$ cat config.mk
export PLATFORM = sky130hd
export DESIGN_NAME = mc_cell
export DESIGN_NICKNAME = d
export VERILOG_FILES = /design/src/rtl/mc_pkg.sv /design/src/rtl/mc_rst_sync.sv /design/src/rtl/mc_clk_pick.sv /design/src/rtl/mc_init_pick.sv /design/src/rtl/mc_store.sv /design/src/rtl/mc_cell.sv
export SDC_FILE = /design/constraint.sdc
export NUM_CORES = 1
export LEC_CHECK = 0
export BUFFER_PORTS_ARGS = -buffer_cell sky130_fd_sc_hd__buf_2
export CORE_AREA = 5 5 42 44
export DETAILED_ROUTE_END_ITERATION = 16
export DIE_AREA = 0 0 47 49
export PLACE_DENSITY_LB_ADDON = 0.2
export SLEW_MARGIN = 20
export SYNTH_ARGS = -nofsm -noshare
export SYNTH_HDL_FRONTEND = slang
export SYNTH_SLANG_ARGS = --single-unit
export TNS_END_PERCENT = 5
$ cat constraint.sdc
create_clock -name clk -period 2.4 [get_ports clk]
set_input_delay 0.72 -clock clk [delete_from_list [all_inputs] [get_ports clk]]
set_output_delay 0.72 -clock clk [all_outputs]
set_load 0.02 [all_outputs]
$ cat src/rtl/mc_pkg.sv
package mc_pkg;

  typedef enum logic [1:0] {
    MC_COMB     = 2'd0,
    MC_LATCH    = 2'd1,
    MC_REG      = 2'd2,
    MC_COMB_ALT = 2'd3
  } mc_kind_e;

  typedef struct packed {
    logic to_lo;
    logic to_hi;
  } mc_force_t;

endpackage

$ cat src/rtl/mc_rst_sync.sv
module mc_rst_sync #(
  parameter int STAGES = 2
) (
  input  logic clk,
  input  logic rst_n_in,
  output logic rst_n_out
);

  logic [STAGES-1:0] sync_q;
  logic [STAGES-1:0] sync_d;

  always_comb begin
    sync_d = {sync_q[STAGES-2:0], 1'b1};
  end

  always_ff @(posedge clk or negedge rst_n_in) begin
    if (!rst_n_in) begin
      sync_q <= '0;
    end else begin
      sync_q <= sync_d;
    end
  end

  assign rst_n_out = sync_q[STAGES-1];

endmodule

$ cat src/rtl/mc_clk_pick.sv
module mc_clk_pick #(
  parameter int N_CLK = 4,
  localparam int SEL_W = (N_CLK > 1) ? $clog2(N_CLK) : 1
) (
  input  logic             clk,
  input  logic             rst_n,
  input  logic             async_mode,
  input  logic [SEL_W-1:0] sel,
  input  logic             pt_fall,
  input  logic [N_CLK-1:0] blk_clk,
  input  logic             pt_clk,
  output logic             lvl,
  output logic             rise
);

  logic lvl_blk;
  logic lvl_pt;
  logic prev_q;
  logic prev_d;

  // pick one shared block clock by index
  always_comb begin
    lvl_blk = 1'b0;
    for (int i = 0; i < N_CLK; i++) begin
      if (sel == SEL_W'(i)) begin
        lvl_blk = blk_clk[i];
      end
    end
  end

  // falling-edge use inverts the individual clock
  assign lvl_pt = pt_clk ^ pt_fall;
  assign lvl    = async_mode ? lvl_pt : lvl_blk;

  always_comb begin
    prev_d = lvl;
  end

  always_ff @(posedge clk or negedge rst_n) begin
    if (!rst_n) begin
      prev_q <= 1'b0;
    end else begin
      prev_q <= prev_d;
    end
  end

  assign rise = lvl & ~prev_q;

  // one detected rise never repeats in the next cycle
  a_r3_single_rise: assert property (@(posedge clk) disable iff (!rst_n)
    rise |=> !rise);

endmodule

$ cat src/rtl/mc_init_pick.sv
module mc_init_pick
  import mc_pkg::*;
(
  input  logic       async_mode,
  input  logic       swap,
  input  logic       pt_to_rst,
  input  logic [1:0] blk_init,
  input  logic       pt_init,
  output mc_force_t  frc
);

  logic set_sync;
  logic clr_sync;
  logic set_async;
  logic clr_async;
  logic set_any;
  logic clr_any;

  // shared terms, roles exchanged by the swap bit
  always_comb begin
    if (swap) begin
      set_sync = blk_init[1];
      clr_sync = blk_init[0];
    end else begin
      set_sync = blk_init[0];
      clr_sync = blk_init[1];
    end
  end

  // one private term, steered to clear or set
  always_comb begin
    clr_async = pt_init & pt_to_rst;
    set_async = pt_init & ~pt_to_rst;
  end

  always_comb begin
    if (async_mode) begin
      set_any = set_async;
      clr_any = clr_async;
    end else begin
      set_any = set_sync;
      clr_any = clr_sync;
    end
  end

  // clear has priority over set
  always_comb begin
    frc.to_lo = clr_any;
    frc.to_hi = set_any & ~clr_any;
  end

endmodule

$ cat src/rtl/mc_store.sv
module mc_store
  import mc_pkg::*;
(
  input  logic      clk,
  input  logic      rst_n,
  input  mc_kind_e  kind,
  input  logic      tff,
  input  logic      sum,
  input  logic      lvl,
  input  logic      rise,
  input  mc_force_t frc,
  output logic      val
);

  logic q_r;
  logic q_d;
  logic q_en;
  logic forced;
  logic reg_load;
  logic lat_load;
  logic d_reg;

  assign forced   = frc.to_lo | frc.to_hi;
  assign reg_load = (kind == MC_REG) & rise;
  assign lat_load = (kind == MC_LATCH) & lvl;
  // toggle behaviour through XOR with stored value
  assign d_reg    = sum ^ (tff & q_r);

  always_comb begin
    q_en = forced | reg_load | lat_load;
    q_d  = q_r;
    if (frc.to_lo) begin
      q_d = 1'b0;
    end else if (frc.to_hi) begin
      q_d = 1'b1;
    end else if (reg_load) begin
      q_d = d_reg;
    end else if (lat_load) begin
      q_d = sum;
    end
  end

  always_ff @(posedge clk or negedge rst_n) begin
    if (!rst_n) begin
      q_r <= 1'b0;
    end else if (q_en) begin
      q_r <= q_d;
    end
  end

  // output view per type; forcing bypasses the clock
  always_comb begin
    case (kind)
      MC_REG: begin
        if (frc.to_lo)      val = 1'b0;
        else if (frc.to_hi) val = 1'b1;
        else                val = q_r;
      end
      MC_LATCH: begin
        if (frc.to_lo)      val = 1'b0;
        else if (frc.to_hi) val = 1'b1;
        else if (lvl)       val = sum;
        else                val = q_r;
      end
      default: val = sum;
    endcase
  end

  // a rise loads the data term on the following edge
  a_r3_reg_capture: assert property (@(posedge clk) disable iff (!rst_n)
    (kind == MC_REG && rise && !forced) |=> (q_r == $past(sum ^ (tff & q_r))));

  // without rise or forcing the register holds
  a_r3_reg_hold: assert property (@(posedge clk) disable iff (!rst_n)
    (kind == MC_REG && !rise && !forced) |=> $stable(q_r));

  // while transparent, the stored copy tracks the data term
  a_r4_latch_track: assert property (@(posedge clk) disable iff (!rst_n)
    (kind == MC_LATCH && lvl && !forced) |=> (q_r == $past(sum)));

endmodule

$ cat src/rtl/mc_cell.sv
module mc_cell
  import mc_pkg::*;
#(
  parameter int N_BLK_CLK  = 4,
  parameter int RST_STAGES = 2,
  localparam int CSW = (N_BLK_CLK > 1) ? $clog2(N_BLK_CLK) : 1
) (
  input  logic                 clk,
  input  logic                 rst_n,
  input  logic                 sum_in,
  input  logic [N_BLK_CLK-1:0] blk_clk,
  input  logic                 pt_clk,
  input  logic [1:0]           blk_init,
  input  logic                 pt_init,
  input  logic [1:0]           cfg_kind,
  input  logic                 cfg_async,
  input  logic [CSW-1:0]       cfg_clk_sel,
  input  logic                 cfg_pt_fall,
  input  logic                 cfg_swap,
  input  logic                 cfg_pt_to_rst,
  input  logic                 cfg_tff,
  input  logic                 cfg_route,
  output logic                 mc_out,
  output logic                 mc_fb
);

  logic      rst_n_s;
  logic      clk_lvl;
  logic      clk_rise;
  mc_force_t frc;
  logic      cell_val;
  mc_kind_e  kind;

  assign kind = mc_kind_e'(cfg_kind);

  mc_rst_sync #(.STAGES(RST_STAGES)) u_rst (
    .clk       (clk),
    .rst_n_in  (rst_n),
    .rst_n_out (rst_n_s)
  );

  mc_clk_pick #(.N_CLK(N_BLK_CLK)) u_clk (
    .clk        (clk),
    .rst_n      (rst_n_s),
    .async_mode (cfg_async),
    .sel        (cfg_clk_sel),
    .pt_fall    (cfg_pt_fall),
    .blk_clk    (blk_clk),
    .pt_clk     (pt_clk),
    .lvl        (clk_lvl),
    .rise       (clk_rise)
  );

  mc_init_pick u_init (
    .async_mode (cfg_async),
    .swap       (cfg_swap),
    .pt_to_rst  (cfg_pt_to_rst),
    .blk_init   (blk_init),
    .pt_init    (pt_init),
    .frc        (frc)
  );

  mc_store u_store (
    .clk   (clk),
    .rst_n (rst_n_s),
    .kind  (kind),
    .tff   (cfg_tff),
    .sum   (sum_in),
    .lvl   (clk_lvl),
    .rise  (clk_rise),
    .frc   (frc),
    .val   (cell_val)
  );

  // routed copy gated, feedback copy always present
  assign mc_fb  = cell_val;
  assign mc_out = cfg_route & cell_val;

  // a shared clear term pins a register cell low at the ports
  a_r9_clear_at_port: assert property (@(posedge clk) disable iff (!rst_n_s)
    (cfg_kind == 2'd2 && !cfg_async && !cfg_swap && blk_init[1]) |-> !mc_fb);

  // combinational types pass the sum term through to feedback
  a_r2_comb_pass: assert property (@(posedge clk) disable iff (!rst_n_s)
    (cfg_kind == 2'd0 || cfg_kind == 2'd3) |-> (mc_fb == sum_in));

endmodule

# Word level (Yosys, flattened, before mapping)
# Index checks and enable logic that the tools add are counted.
classes:
  n_reduce_logical: 3
  muxes: 19
  n_bitwise: 16
  n_eq_ne: 5
ops:
  columns: ["cell", "count"]
  rows:
  - ["1-bit 2-to-1 mux", 18]
  - ["1-bit AND", 8]
  - ["2-bit == test (second input constant)", 3]
  - ["2-bit by 1-bit == test with 1-bit output (second input constant)", 2]
  - ["4-bit nonzero test", 1]
  - ["1-bit inverter", 3]
  - ["1-bit OR", 3]
  - ["2-bit logical NOT", 1]
  - ["1-bit case mux with 2 select lines", 1]
  - ["2-bit AND reduction", 1]
  - ["1-bit bitwise XOR", 2]
totals:
  elab_cells: 46
  ff_bits: 4

# Logic depth before layout (Yosys ltp)
# Gate-level depths: netlist of run 1.
depth:
  depth_word: 11
  ltp_mapped: 6
  depth_no_buf: 6

# By module
# From an unflattened synthesis of run 1, not the netlist that was laid out.
unflattened:
  hier_cells: 37
  hier_area_um2: 344.1
modules_own_cells:
  columns: ["module", "seq_area_each_um2", "area_each_um2", "cells_per_inst", "instances"]
  rows:
  - ["mc_store", 25.0, 131.4, 16, 1]
  - ["mc_clk_pick", 25.0, 91.3, 9, 1]
  - ["mc_init_pick", 0.0, 61.3, 8, 1]
  - ["mc_rst_sync", 50.0, 53.8, 3, 1]
  - ["mc_cell", 0.0, 6.3, 1, 1]

# Least setup slack after synthesis of run 1
# OpenSTA, ideal clock, no wires.
synth_path:
  path_type: "input to output"
  from: "input port blk_clk[0]"
  to: "output port mc_out"
  path_slack_ps: -367
  path_buffers: 0
  arrival_ps: 2047
  stages: 5
  required_time_ps: 1680
  cell_sequence: "nor2b_1 a2111oi_2 a311oi_4 nor4b_2 nor4b_2"
synth_via:
  elab_chain_len: 10
synth_lines:
  columns: ["element", "line", "rtl"]
  rows:
  - ["from (decl)", "mc_cell.sv:11", "input logic [N_BLK_CLK-1:0] blk_clk,"]
  - ["1-bit 2-to-1 mux (4 in series)", "mc_clk_pick.sv:25", "if (sel == SEL_W'(i)) begin"]
  - ["1-bit 2-to-1 mux", "mc_clk_pick.sv:33", "assign lvl = async_mode ? lvl_pt : lvl_blk;"]
  - ["named net clk_lvl", "mc_cell.sv:28", "logic clk_lvl;"]
  - ["1-bit 2-to-1 mux", "mc_store.sv:62", "else if (lvl) val = sum;"]
  - ["1-bit 2-to-1 mux", "mc_store.sv:61", "else if (frc.to_hi) val = 1'b1;"]
  - ["1-bit 2-to-1 mux", "mc_store.sv:60", "if (frc.to_lo) val = 1'b0;"]
  - ["1-bit case mux with 2 select lines", "mc_store.sv:53", "case (kind)"]
  - ["1-bit AND", "mc_cell.sv:77", "assign mc_out = cfg_route & cell_val;"]
  - ["to (decl)", "mc_cell.sv:23", "output logic mc_out,"]
# The timed path passes the listed nets, and every way through them passes these cells.

# Final worst setup path of run 1
layout_path:
  from: "input port cfg_kind[0]"
  to: "output port mc_fb"
layout_via:
  elab_chain_len: 2
layout_lines:
  columns: ["element", "line", "rtl"]
  rows:
  - ["from (decl)", "mc_cell.sv:15", "input logic [1:0] cfg_kind,"]
  - ["2-bit by 1-bit == test with 1-bit output or 2-bit == test (tied branches)", "mc_store.sv:53", null]
  - ["1-bit case mux with 2 select lines *", "mc_store.sv:53", null]
  - ["to (decl)", "mc_cell.sv:24", "output logic mc_fb"]
# Mark *: on every way between the ends. The rest lies on a longest branch, timed or not.

==> key figures, run 1 <==
Setup path
  – Worst r2r path cells: 4
  – Critical setup path kind: in -> out
  – CP bufs+invs: 3
  – CP Cell Sequence: buf_2, inv_1, ha_1, a21o_1, a311oi_2, nor3_2, buf_2
  – Worst Path Arrival: 2.00 ns
  – Delay-heaviest family, CP: compound AO/OA/AOI/OAI gates
  – Most frequent CP cell: buf_2
  – CP Capture Type: primary output
  – Max FO, Critical Path: 3
  – R2r setup slk: 1.29 ns
  – Req. time, crit path: 1.68 ns
  – CP max stage cell: a311oi_2
  – Critical Path Source Type: primary input
  – CP peak stage delay: 0.38 ns
  – Crit path depth: 7

Final layout
  – Post-layout nets: 102
  – Area Growth Syn to Fin: 69.7%
  – Final Core Density: 49.6%
  – Number of diodes: 0
  – Filler cell count: 144
  – Non-filler cells, final: 93
  – Share of cells above drive strength 1: 58.4%

CTS
  – # hold bufs at CTS: 0
  – CTS max path bufs: 2
  – Inserted Clock Buffers: 3
  – TritonCTS sink count: 4
  – Clk slew on worst S/H paths: 0.04 ns
  – Clk Latency, worst-skew pair: 0.24 ns
  – CTS tree: yes
  – H-Tree Depth: 1
  – CTS Root Buffer Type: clkbuf_4

Placement
  – Post-DP HPWL: 834 um
  – Port Buffers: 22
  – Placed Cells: 89
  – GPL Wtd Cong: 0.633

Routing
  – # DRC: 0
  – DRT iter0 DRCs: 4
  – Post-DR vias/cell: 4.85
  – Drt total wl: 1020 um
  – Via count: 451
  – Remaining antenna violation count: 0
  – 1st-pass router iterations: 3
  – Drt wl/cell: 10.9 um

STA
  – Endpoints failing setup: 2
  – Final worst path period need: 2.72 ns
  – Final Hold Fails: 0
  – Clock skew: 0.00536 ns
  – Pins Over Slew Limit: 0
  – Max frequency: 0.368 GHz
  – Tcrit/Tclk final: 113%
  – RSZ-0062 raised after global routing: yes
  – Minimum hold slack: 0.0109 ns
  – PnR worst setup slack: -0.317 ns

GRT
  – First-pass GRT wire length: 1760 um
  – Gr ovfl total: 0
  – Gr usage total: 10.2%
  – Largest net degree at the start of global routing: 6
  – Vias in the first global route: 457
  – Initial antenna violation count: 0

Yosys
  – Syn avg cell area: 9.74 um^2
  – Share of the synthesized area in the top cell type: 24.5%
  – Yosys cell types: 26
  – Cell area after synthesis: 409 um^2
  – Most frequent cells after synthesis: dfrtp_1 (4), a21oi_1 (3), inv_1 (3), mux2i_1 (3), nor2_1 (3)
  – Sequential element share of the synthesized area: 24.5%
  – Post-synth top area cell: dfrtp_1
  – Ys Warns: 0
  – Synth Instances: 42
  – Ys flop type: dfrtp_1
  – FF+latch count, synth: 4
  – Largest cells by area after synthesis: dfrtp_1 (24%), mux2i_1 (7.3%), nor4b_2 (7.3%)
  – Most frequent cell after synthesis: dfrtp_1
  – Async SR Flop Fraction: 100%
  – Post-synth EDFFs: 0
  – Syn_nets: 65

Floorplan
  – Die Wd: 47 um
  – Row count: 14
  – Die Span Y: 49 um
  – Core ar.: 1400 um^2
  – Initial Util: 29.2%
  – Ports: 23
  – Die area: 2300 um^2

Power
  – PwrDens: 408 nW/um^2
  – Total leakage power: 0.347 nW
  – VDD IR-drop max: 0.299 mV

Status
  – Status: finished, violations left
  – Failing checks: setup timing

Run
  – Max_cap viols: 0

Min path
  – Worst min-delay path class: reg -> async
==> per-layer routing <==
layer,GRT usage [%],wire [um]
met5,0,0
met2,16.5,508
met1,12.2,394
met3,4.80,112
met4,1.38,0
==> registers in the layout, summed over array words and instances (netlist names) <==
signal	cells
u_rst.sync_q	2
u_clk.prev_q	1
u_store.q_r	1
==> through the flow <==
stage          area, um^2  setup slack (ns)  setup TNS, ns  total power, mW
2_1_floorplan         425            -0.186         -0.319            0.141
3_3_place_gp          623            -0.402         -0.802            0.188
3_5_place_dp          623            -0.429         -0.858            0.188
4_1_cts               691            -0.319         -0.633            0.288
5_1_grt               694            -0.431         -0.846            0.307
6_report              694            -0.317         -0.629            0.283
==> path summary, 6_finish.rpt <==
path                            startpoint         endpoint
max                            cfg_kind[0]            mc_fb
min                        u_rst.sync_q[1]      u_store.q_r
max reg2reg                   u_clk.prev_q      u_store.q_r
min reg2reg                u_rst.sync_q[1]      u_store.q_r
max in group asynchronous            rst_n  u_rst.sync_q[0]
min in group clk           u_rst.sync_q[0]  u_rst.sync_q[1]
==> report_power, final <==
part           leakage, nW  internal (mW)  total [mW]  switching (mW)
sequential          0.0464         0.0744      0.0783         0.00391
combinational        0.287         0.0648       0.122          0.0570
clock               0.0138         0.0559      0.0834          0.0274
==> kinds of logic (layout without fill, tap and decap cells) <==
| logic type | after synthesis | in the layout | synth area share, % |
|---|---|---|---|
| compound gates | 12 | 12 | 28.7 |
| xor+xnor | 2 | 2 | 4.28 |
| fa+ha+maj | 2 | 2 | 6.12 |
| buf+inv | 3 | 38 | 2.75 |
| flops | 4 | 4 | 24.5 |
| mux | 3 | 3 | 7.34 |
| other cells | 1 | 1 | 0.917 |
| simple gates | 15 | 15 | 25.4 |
==> area by class of cell <==
cell class	instances	area (um^2)	share of cell area, %
Multi-Input combinational cell	35	348	50.1
Timing Repair Buffer	32	193	27.7
Sequential cell	4	100	14.4
Clock buffer	3	22.5	3.24
Tap cell	16	20.0	2.88
Inverter	3	11.3	1.62
==> cells in the final DEF (no fill, tap or decap), drive strengths merged <==
cell	netlist	routed
xor2	2	2
a31oi	1	1
nand3b	1	1
a41oi	1	1
or2b	1	1
inv	3	3
a311oi	2	2
o211a	1	1
a21o	1	1
buf	0	32
nor2b	1	1
nand2	1	1
mux2i	3	3
nor4b	2	2
clkbuf	0	3
a21oi	3	3
ha	2	2
nor2	3	3
nor3	2	2
conb	1	1
a2111oi	1	1
and3b	1	1
dfrtp	4	4
o21ai	1	1
nand2b	2	2
nand3	1	1
a22o	1	1
==> repair_timing <==
action,4_1_cts,5_1_grt
setup endpoints to repair,2,2
endpoints found under the hold margin,0,0
gates resized for setup,7,1
setup buffers,1,0
pin swaps,3,0
Note: power is estimated with default switching activity, not from simulation.
==> inputs of run 2 (changes only) <==
--- a/config.mk
+++ b/config.mk
@@ -9,6 +9,7 @@
 export CORE_AREA = 5 5 42 44
 export DETAILED_ROUTE_END_ITERATION = 16
 export DIE_AREA = 0 0 47 49
+export GPL_ROUTABILITY_DRIVEN = 0
 export PLACE_DENSITY_LB_ADDON = 0.2
 export SLEW_MARGIN = 20
 export SYNTH_ARGS = -nofsm -noshare
==> constraint.sdc (replaced) <==
create_clock -name clk -period 3.2 [get_ports clk]
set_input_delay 0.96 -clock clk [delete_from_list [all_inputs] [get_ports clk]]
set_output_delay 0.96 -clock clk [all_outputs]
set_load 0.02 [all_outputs]
==> run 2 against run 1 <==
The flow now finishes without violations. Register-to-register slack improved by 0.81 ns. Combinational power fell by 33%. Global-route usage is 0.85 points lower. Die area unchanged. Hold slack improved by 0.012 ns. Worst setup slack improved by 0.36 ns. Sequential share of layout area increased by 1.5 points. Utilization fell by 4.6 points. Power decreased by 30%. Critical path depth is 1 lower. Largest cell class unchanged. Highest routed layer unchanged.
==> key figures, run 2 (synthesis gave the netlist of run 1 again) <==
STA
  – Final worst path period need: 3.16 ns
  – TNS Setup: 0 ns
  – RSZ-0062 raised after global routing: yes
  – Tcrit/Tclk final: 98.7%
  – Final Hold Fails: 0
  – Clock skew: 0.00174 ns
  – Max frequency: 0.317 GHz
  – Pins Over Slew Limit: 0
  – Endpoints failing setup: 0

Power
  – VDD IR-drop max: 0.243 mV
  – Final Total Pwr: 0.199 mW
  – Total leakage power: 0.309 nW
  – PwrDens: 316 nW/um^2

CTS
  – Inserted Clock Buffers: 3
  – CTS max path bufs: 2
  – Clk slew on worst S/H paths: 0.04 ns
  – H-Tree Depth: 1
  – Clk Latency, worst-skew pair: 0.23 ns
  – Setup bufs post-CTS: 0
  – TritonCTS sink count: 4
  – CTS tree: yes
  – CTS Root Buffer Type: clkbuf_4

GRT
  – First-pass GRT wire length: 1680 um
  – Vias in the first global route: 420
  – Initial antenna violation count: 0
  – Largest net degree at the start of global routing: 7
  – Gr ovfl total: 0
  – Gr usage total: 9.33%

Final layout
  – Post-layout nets: 96
  – Final instance area: 629 um^2
  – Commonest non-fill, non-tap cell in the layout: buf_2
  – Number of diodes: 0
  – Most frequent cells in the layout: buf_2 (20), buf_4 (6), dfrtp_1 (4)
  – Non-filler cells, final: 87
  – Max FFs per register: 2
  – Largest register by flop count: u_rst.sync_q
  – Area Growth Syn to Fin: 53.8%
  – Share of cells above drive strength 1: 52.1%
  – Final Core Density: 44.9%
  – Top Registers: u_rst.sync_q x2, u_clk.prev_q x1, u_store.q_r x1

Status
  – Status: complete, no violations

Floorplan
  – Ports: 23
  – Die area: 2300 um^2
  – Die Span Y: 49 um
  – Row count: 14
  – Die Wd: 47 um
  – Core ar.: 1400 um^2
  – Initial Util: 29.2%

Routing
  – Drt wl/cell: 11.1 um
  – # DRC: 0
  – 1st-pass router iterations: 2
  – Post-DR vias/cell: 4.70
  – DRT iter0 DRCs: 3
  – Remaining antenna violation count: 0
  – Via count: 409
  – Drt total wl: 968 um

Run
  – Max_cap viols: 0

Placement
  – Post-DP HPWL: 803 um
  – Placed Cells: 84
  – Placed cell areas: 569 um^2
  – Port Buffers: 22

Setup path
  – R2r setup slk: 2.10 ns
  – Req. time, crit path: 2.24 ns
  – Worst Path Arrival: 2.20 ns
  – R2r endpoint: u_store.q_r
  – Crit path launch: cfg_clk_sel[0]
  – CP Capture Type: primary output
  – Max FO, Critical Path: 3
  – FF-to-FF Start: u_clk.prev_q
  – Critical Path Source Type: primary input
  – Worst r2r path cells: 4
  – Critical setup path kind: in -> out
  – CP endpoint: mc_out

Min path
  – Worst min-delay path class: reg -> async
-- run 2: cell count changes in the layout (fill, tap and decap cells not counted) --
cell	delta
buf_2	+1
nor4b_2	+1
a21oi_1	+1
buf_4	-7
nor3_2	-1
nor4b_4	-1
nor3_1	+1
a21oi_2	-1
-- run 2: layout make-up --
cell class / count / area (um^2)
fill: 147 / 772
multi-input combinational: 35 / 330
timing repair buffer: 26 / 145
sequential: 4 / 100
clock buffer: 3 / 22.5
tap: 16 / 20.0
inverter: 3 / 11.3
-- run 2: timing repair --
| item | 4_1_cts | 5_1_grt |
|---|---|---|
| pin swaps | 4 | 3 |
| gates resized for setup | 3 | 4 |
| hold buffers | 0 | 0 |
| endpoints found under the setup margin | 2 | 2 |
| endpoints found under the hold margin | 0 | 0 |
-- run 2: worst max-delay path, stage by stage --
cell	delay, ns
buf_2	0.14
mux2i_1	0.16
a311oi_4	0.37
a311oi_2	0.16
nor4b_2	0.23
buf_4	0.18
-- run 2: how the worst min path moves through the flow --
stage,from,to,cells past startpoint
final,u_rst.sync_q[1],u_clk.prev_q,0
after detailed placement,u_rst.sync_q[1],u_clk.prev_q,0
after global routing,u_rst.sync_q[1],u_clk.prev_q,0
after floorplan,u_rst.sync_q[1],u_clk.prev_q,0
after global placement,u_rst.sync_q[1],u_clk.prev_q,0
after CTS,u_rst.sync_q[1],u_clk.prev_q,0
-- run 2: per-layer routing --
layer / up-vias / wire [um] / track usage [%]
li1: 217 / - / -
met1: 181 / 440 / 13.1
met2: 11 / 438 / 14.3
met3: 0 / 89 / 1.48
met4: 0 / 0 / 2.76
met5: - / 0 / 0
-- run 2: report_power, final --
group	internal [mW]	switching, mW
clock network	0.0417	0.0170
registers	0.0558	0.00292
logic	0.0422	0.0394
-- run 2: stage by stage --
stage / hold slack, ns / setup WS [ns]
finish: 0.0233 / 0.0421
global route: 0.0438 / -0.0337
CTS: 0.0269 / 0.0145
detailed placement: 0.0225 / -0.102
global placement: 0.0229 / -0.0813
floorplan: 0.0111 / -0.0473
